===== src/rtl/sec_lock_div.sv =====
module sec_lock_div #(
  parameter int DIV_W    = 15,
  parameter int SKEW_LIM = 256,
  parameter int TOL      = 262,
  parameter int PRE_DIV0 = 1,
  parameter int PRE_DIV1 = 50,
  parameter int PRE_DIV2 = 60,
  parameter int PRE_DIV3 = 32768,
  parameter int TAP_HI   = 1,
  parameter int TAP_MID  = 2,
  parameter int TAP_LO   = 4
) (
  input  logic       clk,
  input  logic       rst_n,
  input  logic       ref_in,
  input  logic [1:0] ref_sel,
  input  logic       los_clr,
  input  logic [1:0] sqw_sel,
  output logic       tick,
  output logic       sqw_out,
  output logic       lock,
  output logic       los
);
  localparam int PER = 1 << DIV_W;
  localparam int CW  = DIV_W + 1;
  localparam int RW  = TAP_LO + 1;
  localparam int M01 = PRE_DIV0 > PRE_DIV1 ? PRE_DIV0 : PRE_DIV1;
  localparam int M23 = PRE_DIV2 > PRE_DIV3 ? PRE_DIV2 : PRE_DIV3;
  localparam int PRE_MAX = M01 > M23 ? M01 : M23;
  localparam int PW  = $clog2(PRE_MAX + 1);
  localparam logic [CW-1:0]    NOM_TOP = CW'(PER - 1);
  localparam logic [CW-1:0]    GAP_LO  = CW'(PER - TOL);
  localparam logic [CW-1:0]    GAP_HI  = CW'(PER + TOL);
  localparam logic [CW-1:0]    HALF    = CW'(PER / 2);
  localparam logic [DIV_W-1:0] LIM     = DIV_W'(SKEW_LIM);
  localparam logic [RW-1:0]    M_HI    = RW'(1) << TAP_HI;
  localparam logic [RW-1:0]    M_MID   = RW'(1) << TAP_MID;
  localparam logic [RW-1:0]    M_LO    = RW'(1) << TAP_LO;

  logic [2:0]       sync;
  logic [PW-1:0]    pre_cnt, pre_top;
  logic [CW-1:0]    cnt, top, gap;
  logic [RW-1:0]    raw;
  logic [DIV_W-1:0] lock_ofs, adj;
  logic             have_prev, locked, pend, settle, los_q;

  wire              rise     = sync[1] & ~sync[2];
  wire              ref_tick = rise && (pre_cnt >= pre_top);
  wire              wrap     = (cnt == top);
  wire [DIV_W-1:0]  phase    = cnt[DIV_W-1:0];
  wire [DIV_W-1:0]  diff     = phase - lock_ofs;
  wire [DIV_W-1:0]  mag      = diff[DIV_W-1] ? -diff : diff;
  wire              in_tol   = (gap >= GAP_LO) && (gap <= GAP_HI);
  wire              good     = ref_tick && have_prev && in_tol;
  wire              timeout  = !ref_tick && have_prev && (gap == GAP_HI);
  wire              bad      = (ref_tick && have_prev && !in_tol) || timeout;
  wire              fix      = good && locked && !pend && !settle && (mag >= LIM);

  always_comb begin
    case (ref_sel)
      2'd0:    pre_top = PW'(PRE_DIV0 - 1);
      2'd1:    pre_top = PW'(PRE_DIV1 - 1);
      2'd2:    pre_top = PW'(PRE_DIV2 - 1);
      default: pre_top = PW'(PRE_DIV3 - 1);
    endcase
  end

  always_comb begin
    case (sqw_sel)
      2'd0:    sqw_out = cnt < HALF;
      2'd1:    sqw_out = |(raw & M_HI);
      2'd2:    sqw_out = |(raw & M_MID);
      default: sqw_out = |(raw & M_LO);
    endcase
  end

  assign tick = wrap;
  assign lock = locked;
  assign los  = los_q;

  always_ff @(posedge clk or negedge rst_n) begin
    if (!rst_n) begin
      sync      <= '0;
      pre_cnt   <= '0;
      raw       <= '0;
      cnt       <= '0;
      top       <= NOM_TOP;
      gap       <= '0;
      lock_ofs  <= '0;
      adj       <= '0;
      have_prev <= 1'b0;
      locked    <= 1'b0;
      pend      <= 1'b0;
      settle    <= 1'b0;
      los_q     <= 1'b0;
    end else begin
      sync <= {sync[1:0], ref_in};
      raw  <= raw + RW'(1);
      if (rise) pre_cnt <= ref_tick ? '0 : pre_cnt + PW'(1);

      if (wrap) begin
        cnt <= '0;
        top <= pend ? NOM_TOP + {adj[DIV_W-1], adj} : NOM_TOP;
      end else begin
        cnt <= cnt + CW'(1);
      end

      if (ref_tick) begin
        gap       <= CW'(1);
        have_prev <= 1'b1;
      end else if (timeout) begin
        have_prev <= 1'b0;
      end else if (have_prev) begin
        gap <= gap + CW'(1);
      end

      if (good && !locked) begin
        locked   <= 1'b1;
        lock_ofs <= phase;
      end
      if (good && locked && settle && !pend) settle <= 1'b0;
      if (fix) begin
        pend <= 1'b1;
        adj  <= diff;
      end
      if (wrap && pend) begin
        pend   <= 1'b0;
        settle <= 1'b1;
      end

      if (los_clr) los_q <= 1'b0;
      if (bad) begin
        los_q  <= 1'b1;
        locked <= 1'b0;
        pend   <= 1'b0;
        settle <= 1'b0;
      end
    end
  end
endmodule


===== config.mk =====
export PLATFORM = sky130hd
export DESIGN_NAME = sec_lock_div
export DESIGN_NICKNAME = d
export VERILOG_FILES = /design/src/rtl/sec_lock_div.sv
export SDC_FILE = /design/constraint.sdc
export NUM_CORES = 1
export LEC_CHECK = 0
export ABC_AREA = 1
export BUFFER_PORTS_ARGS = -buffer_cell sky130_fd_sc_hd__buf_4
export CORE_MARGIN = 4
export CORE_UTILIZATION = 40
export CTS_CLUSTER_SIZE = 8
export DETAILED_ROUTE_END_ITERATION = 10
export PLACE_DENSITY = 0.55
export SLEW_MARGIN = 20
export SYNTH_ARGS = -nofsm -noshare
export SYNTH_HDL_FRONTEND = slang
export SYNTH_SLANG_ARGS = --single-unit

===== constraint.sdc =====
create_clock -name clk -period 5.37 [get_ports clk]
set_input_delay 1.074 -clock clk [delete_from_list [all_inputs] [get_ports clk]]
set_output_delay 1.074 -clock clk [all_outputs]
set_load 0.01 [all_outputs]

# Word-level counts from Yosys, hierarchy flattened
# Cells that the tools add are included.
[word_totals] word_cells=85 in_bits=8 regBits=107
[classes] eq_ne=7 n_bitwise=2 reduce_logical=30 addsub=7 magnitude_cmp=5 mux=21
[ops] op="$mux 16" count=6
[ops] op="$add 16x1->16 const B" count=3
[ops] op="$pmux 15 s3" count=1
[ops] op="$add 15x16->16 const A" count=1
[ops] op="$eq 16x16->1" count=1
[ops] op="$eq 16x16->1 const B" count=1
[ops] op="$ge 16x15->1 const B" count=1
[ops] op="$ge 16x16->1" count=1
[ops] op="$le 16x16->1 const B" count=1
[ops] op="$lt 16x15->1 const B" count=1
[ops] op="$ge 15x9->1 const B" count=1
[ops] op="$logic_and 1x1->1" count=15
[ops] op="$mux 15" count=1
[ops] op="$neg 15->15" count=1
[ops] op="$sub 15x15->15" count=1
[ops] op="$mux 1" count=12
[ops] op="$reduce_bool 2->1" count=4
[ops] op="$reduce_bool 3->1" count=2
[ops] op="$add 5x1->5 const B" count=1
[ops] op="$logic_not 1->1" count=5
[ops] op="$eq 2x1->1 const B" count=2
[ops] op="$eq 2x2->1 const B" count=2
[ops] op="$logic_not 2->1" count=2
[ops] op="$pmux 1 s3" count=1
[ops] op="other kinds (5)" count=5

# Depth between registers and ports, before layout
[depth] depth_word=13 mapped_depth=18

# Worst setup path after synthesis
# OpenSTA, ideal clock, no wires.
[synth_timing] kind="input-to-reg" start="in ref_sel[0]" end="reg gap[5]" arrival_time_ns=2.856 path_stages=11 setup_ns=0.088 path_slack_ns=2.425 path_cell_list="nand2_1 -> ha_1 -> a21oi_1 -> o21ai_0 -> a21oi_1 -> nand3_1 -> nand2_1 -> buf_2 -> clkinv_1 -> clkbuf_1 -> nor3b_1"
[synth_between] elab_chain_cells=9
[synth_rtl] element="start: declaration" line="16" source="input logic [1:0] ref_sel,"
[synth_rtl] element="$eq 2x2->1, or another cell as far along" line="60" source="case (ref_sel)"
[synth_rtl] element="$pmux 15 s3 *" line="60"
[synth_rtl] element="$ge 16x16->1 *" line="48" source="wire ref_tick = rise && (pre_cnt >= pre_top);"
[synth_rtl] element="$logic_and 1x1->1 *" line="48"
[synth_rtl] element="$logic_not 1->1" line="55" source="wire timeout = !ref_tick && have_prev && (gap == GAP_HI);"
[synth_rtl] element="$logic_and 1x1->1 (2 in a row)" line="55"
[synth_rtl] element="$ne 2x2->1 (no line)"
[synth_rtl] element="$reduce_and 2->1 (no line)"
[synth_rtl] element="end signal: assignment" line="114" source="gap <= gap + CW'(1);"
[synth_rtl] element="end: declaration" line="42" source="logic [CW-1:0] cnt, top, gap;"
# Every way passes the cells marked *; elsewhere a longest branch is shown, timed or not.
# A chain may end at the register's enable or synchronous reset.

# Final worst setup path
[layout_timing] start="reg top[14]" end="out tick"
[layout_between] elab_chain_cells=1
[layout_rtl] element="start: declaration" line="42"
[layout_rtl] element="start signal: assignment" line="103" source="top <= pend ? NOM_TOP + {adj[DIV_W-1], adj} : NOM_TOP;"
[layout_rtl] element="$eq 16x16->1" line="49" source="wire wrap = (cnt == top);"
[layout_rtl] element="end: declaration" line="19" source="output logic tick,"
# No other way between the ends.

==> reports/metrics.cfg <==
[power_and_ir_drop]
ir_drop_v=0.0001597
leakagePower_nw=3.667
power.density_nw_per_um2=330.5
power_w=0.002390

[clocking]
cts-htree-levels=3
clk_pin_slew_ps=80
cts.sinks=107
tritoncts=yes
cts_inserted_buffers=9
worstSkewPairLatency_ps=350
cts-root-buf=clkbuf_16
clk_path_buf_depth=2
ctsResizeCount=0
postCtsHoldBufs=0
postCtsSetupBuffers=0

[setup_path]
rrSetupSlack_ps=2190
critPathCapture=tick
reg2reg_from=top[14]
crit_path_start_kind=flip-flop
criticalPathCategory=flip-flop to output port
cp_max_fo=18
critPathLaunch=top[14]
reg2reg_depth=10
endpoint_kind=output port
cp.required_ps=4300
cp_data_arrival_time_ps=2760
worstReg2RegEnd=top[6]

[place]
portBuffers=11
place_congestion=0.8266
place_ws_ps=1337
dp_cells=1096
hpwl_um=10830

[yosys]
synth_compound_area_frac=0.08934
synth_top_family_by_area=simple AND/OR/NAND/NOR gates
synth_area_per_cell_um2=7.487
ys_seq_elements=107
yosysWarnings=0
synth_mux_area_frac=0
synth_cell_types=44
synthCells=881
synthAdderAreaFrac=0.06942
seq_area_frac_synth=0.4088
syn_nets=925
syn_area_um2=6596
synth-simple-area-share=0.3005
synth-xor-area-share=0.03983

[timing]
rsz0062_at_grt=false
fin_ws_ps=1541
hold_viol=0
setup_violations=0
tns_ps=0
clock_skew_ps=9.342
holdWs_ps=359.8
relSlewSlack=0.3509
finalCritPeriodShare=0.7131
final-max-slew-violation-count=0
max_freq_ghz=0.2612
fin_crit_ps=3829
tightest_slew_ps=971.3

[routing]
dr.pass1.iters=5
drt-total-wl_um=14950
vias=5534
wire_per_inst_um=13.45
ant_nets=0
viasPerCell=4.977
drt-initial-drc-count=448
drc=0

[layout]
area_growth_pct=9.617
layout.nets=935
n_antenna_cell=0
layout-drive-gt1-share=0.07031
layoutNonFillerInstCount=1112

[die]
num_rows=46
ios=12
core_area_um2=16000
die_h_um=136.4
die_x_um=136.4
dieArea_um2=18610
initial_utilization=0.4123

[worst_hold_path]
hp-class=flip-flop to flip-flop

[global_routing]
grt_overflow_total=0
grt_use_total=0.1753
grt_pass1_vias=5227
grt_pass1_wl_um=26020
grt_antenna_before_repair=0
grt_max_degree=78

[status]
run_status=complete, no violations

[job]
max-cap-violations=0

[worst min path at each step]
stage	from	endpoint	slack (ps)	depth (start not counted)
final	sync[0]	sync[1]	360	0
after global routing	sync[0]	sync[1]	370	0
after CTS	sync[0]	sync[1]	360	0
after detailed placement	sync[0]	sync[1]	340	0
after global placement	sync[0]	sync[1]	330	0
after floorplan	sync[0]	sync[1]	330	0
[cell usage in the layout, fill, tap and decap left out, types with 2 or more instances in the layout]
cell type  instances
nor4_1             7
a22oi_1            3
nor3_1            21
clkinv_1           2
clkbuf_16          9
dfstp_2           15
nor2_1            93
o21a_1             2
inv_1            139
or2_2              4
nor3_2             2
buf_4             13
o21ai_0           41
bufinv_16          2
o31ai_1            2
a32oi_1            3
xnor2_1            9
ha_1              35
nand2_1          219
a211oi_1           2
and2_1             3
dfrtp_1           92
a21oi_1           42
nor3b_1            6
a21oi_2            3
nand3_1           45
nand4_1           33
nand3_2            2
nand3b_1           4
xor2_1            21
a31oi_1            4
[layer usage]
layer,share of wire,GRT usage
met5,0,0
met4,0.021,0.06271
met3,0.035,0.02369
met2,0.43,0.2592
met1,0.52,0.2618
[logic make-up after synthesis]
| group | Yosys count |
|---|---|
| AND/OR/NAND/NOR | 445 |
| buffers and inverters | 157 |
| flip-flops | 107 |
| AO/OA/AOI/OAI | 106 |
| adder cells (fa/ha/maj) | 36 |
| XOR/XNOR | 30 |
[sequential cells by signal (all words and copies together), names as in the netlist]
| signal | cells |
|---|---|
| have_prev | 1 |
| settle | 1 |
| lock_ofs | 15 |
| sync | 3 |
| cnt | 16 |
| top | 16 |
| gap | 16 |
| lock | 1 |
| los | 1 |
| pend | 1 |
| raw | 5 |
| adj | 15 |
| pre_cnt | 16 |
[where the power goes]
part	total, W	internal (W)	switching [W]	leakage [nW]
combinational	0.000689	0.000234	0.000456	2.12
clock	0.000731	0.000425	0.000306	0.156
sequential	0.000970	0.000888	0.0000815	1.39
[stage by stage]
stage                     instance area (µm²)  utilization
after floorplan                          6596            -
after global placement                   6897       0.4310
after detailed placement                 6897       0.4310
after CTS                                7224       0.4515
after global routing                     7231       0.4519
final                                    7231       0.4519
[layout make-up]
class                   instances  area [µm²]
clock buffers                  11       242.7
clock inverters                 5       85.08
fillers                      1694        8770
inverters                     142       533.0
multi-input cells             617        3294
flip-flops and latches        107        2696
well taps                     216       270.3
repair buffers                 14       108.9
[synthesized netlist by cell type (all sizes together)]
cell type | instances | share of area
xor2 | 21 | 0.028
dfrtp | 92 | 0.35
nand3b | 4 | 0.0046
a32oi | 3 | 0.0040
nor2 | 95 | 0.056
inv | 140 | 0.080
and2 | 3 | 0.0028
nand3 | 47 | 0.037
dfstp | 15 | 0.060
a211oi | 2 | 0.0023
a21oi | 45 | 0.036
a31oi | 4 | 0.0038
ha | 35 | 0.066
a21boi | 1 | 0.0011
clkinv | 2 | 0.0011
nand4 | 34 | 0.035
or2 | 4 | 0.0038
nor3b | 6 | 0.0068
nor4 | 8 | 0.0085
buf | 9 | 0.0080
clkbuf | 6 | 0.0034
o211ai | 1 | 0.0011
a31o | 1 | 0.0013
o21a | 2 | 0.0023
o31ai | 2 | 0.0023
fa | 1 | 0.0030
a22oi | 3 | 0.0034
nand2 | 220 | 0.13
xnor2 | 9 | 0.012
o21ai | 42 | 0.032
nor3 | 24 | 0.021
[critical path, stage by stage (launching register included)]
cell and delay, ps:
dfstp_2 540, inv_1 50, nand2_1 50, nand4_1 120
nor4_1 550, nand2_1 740, clkinv_1 200, buf_4 150
No activity file was read; power rests on OpenSTA's default activity.
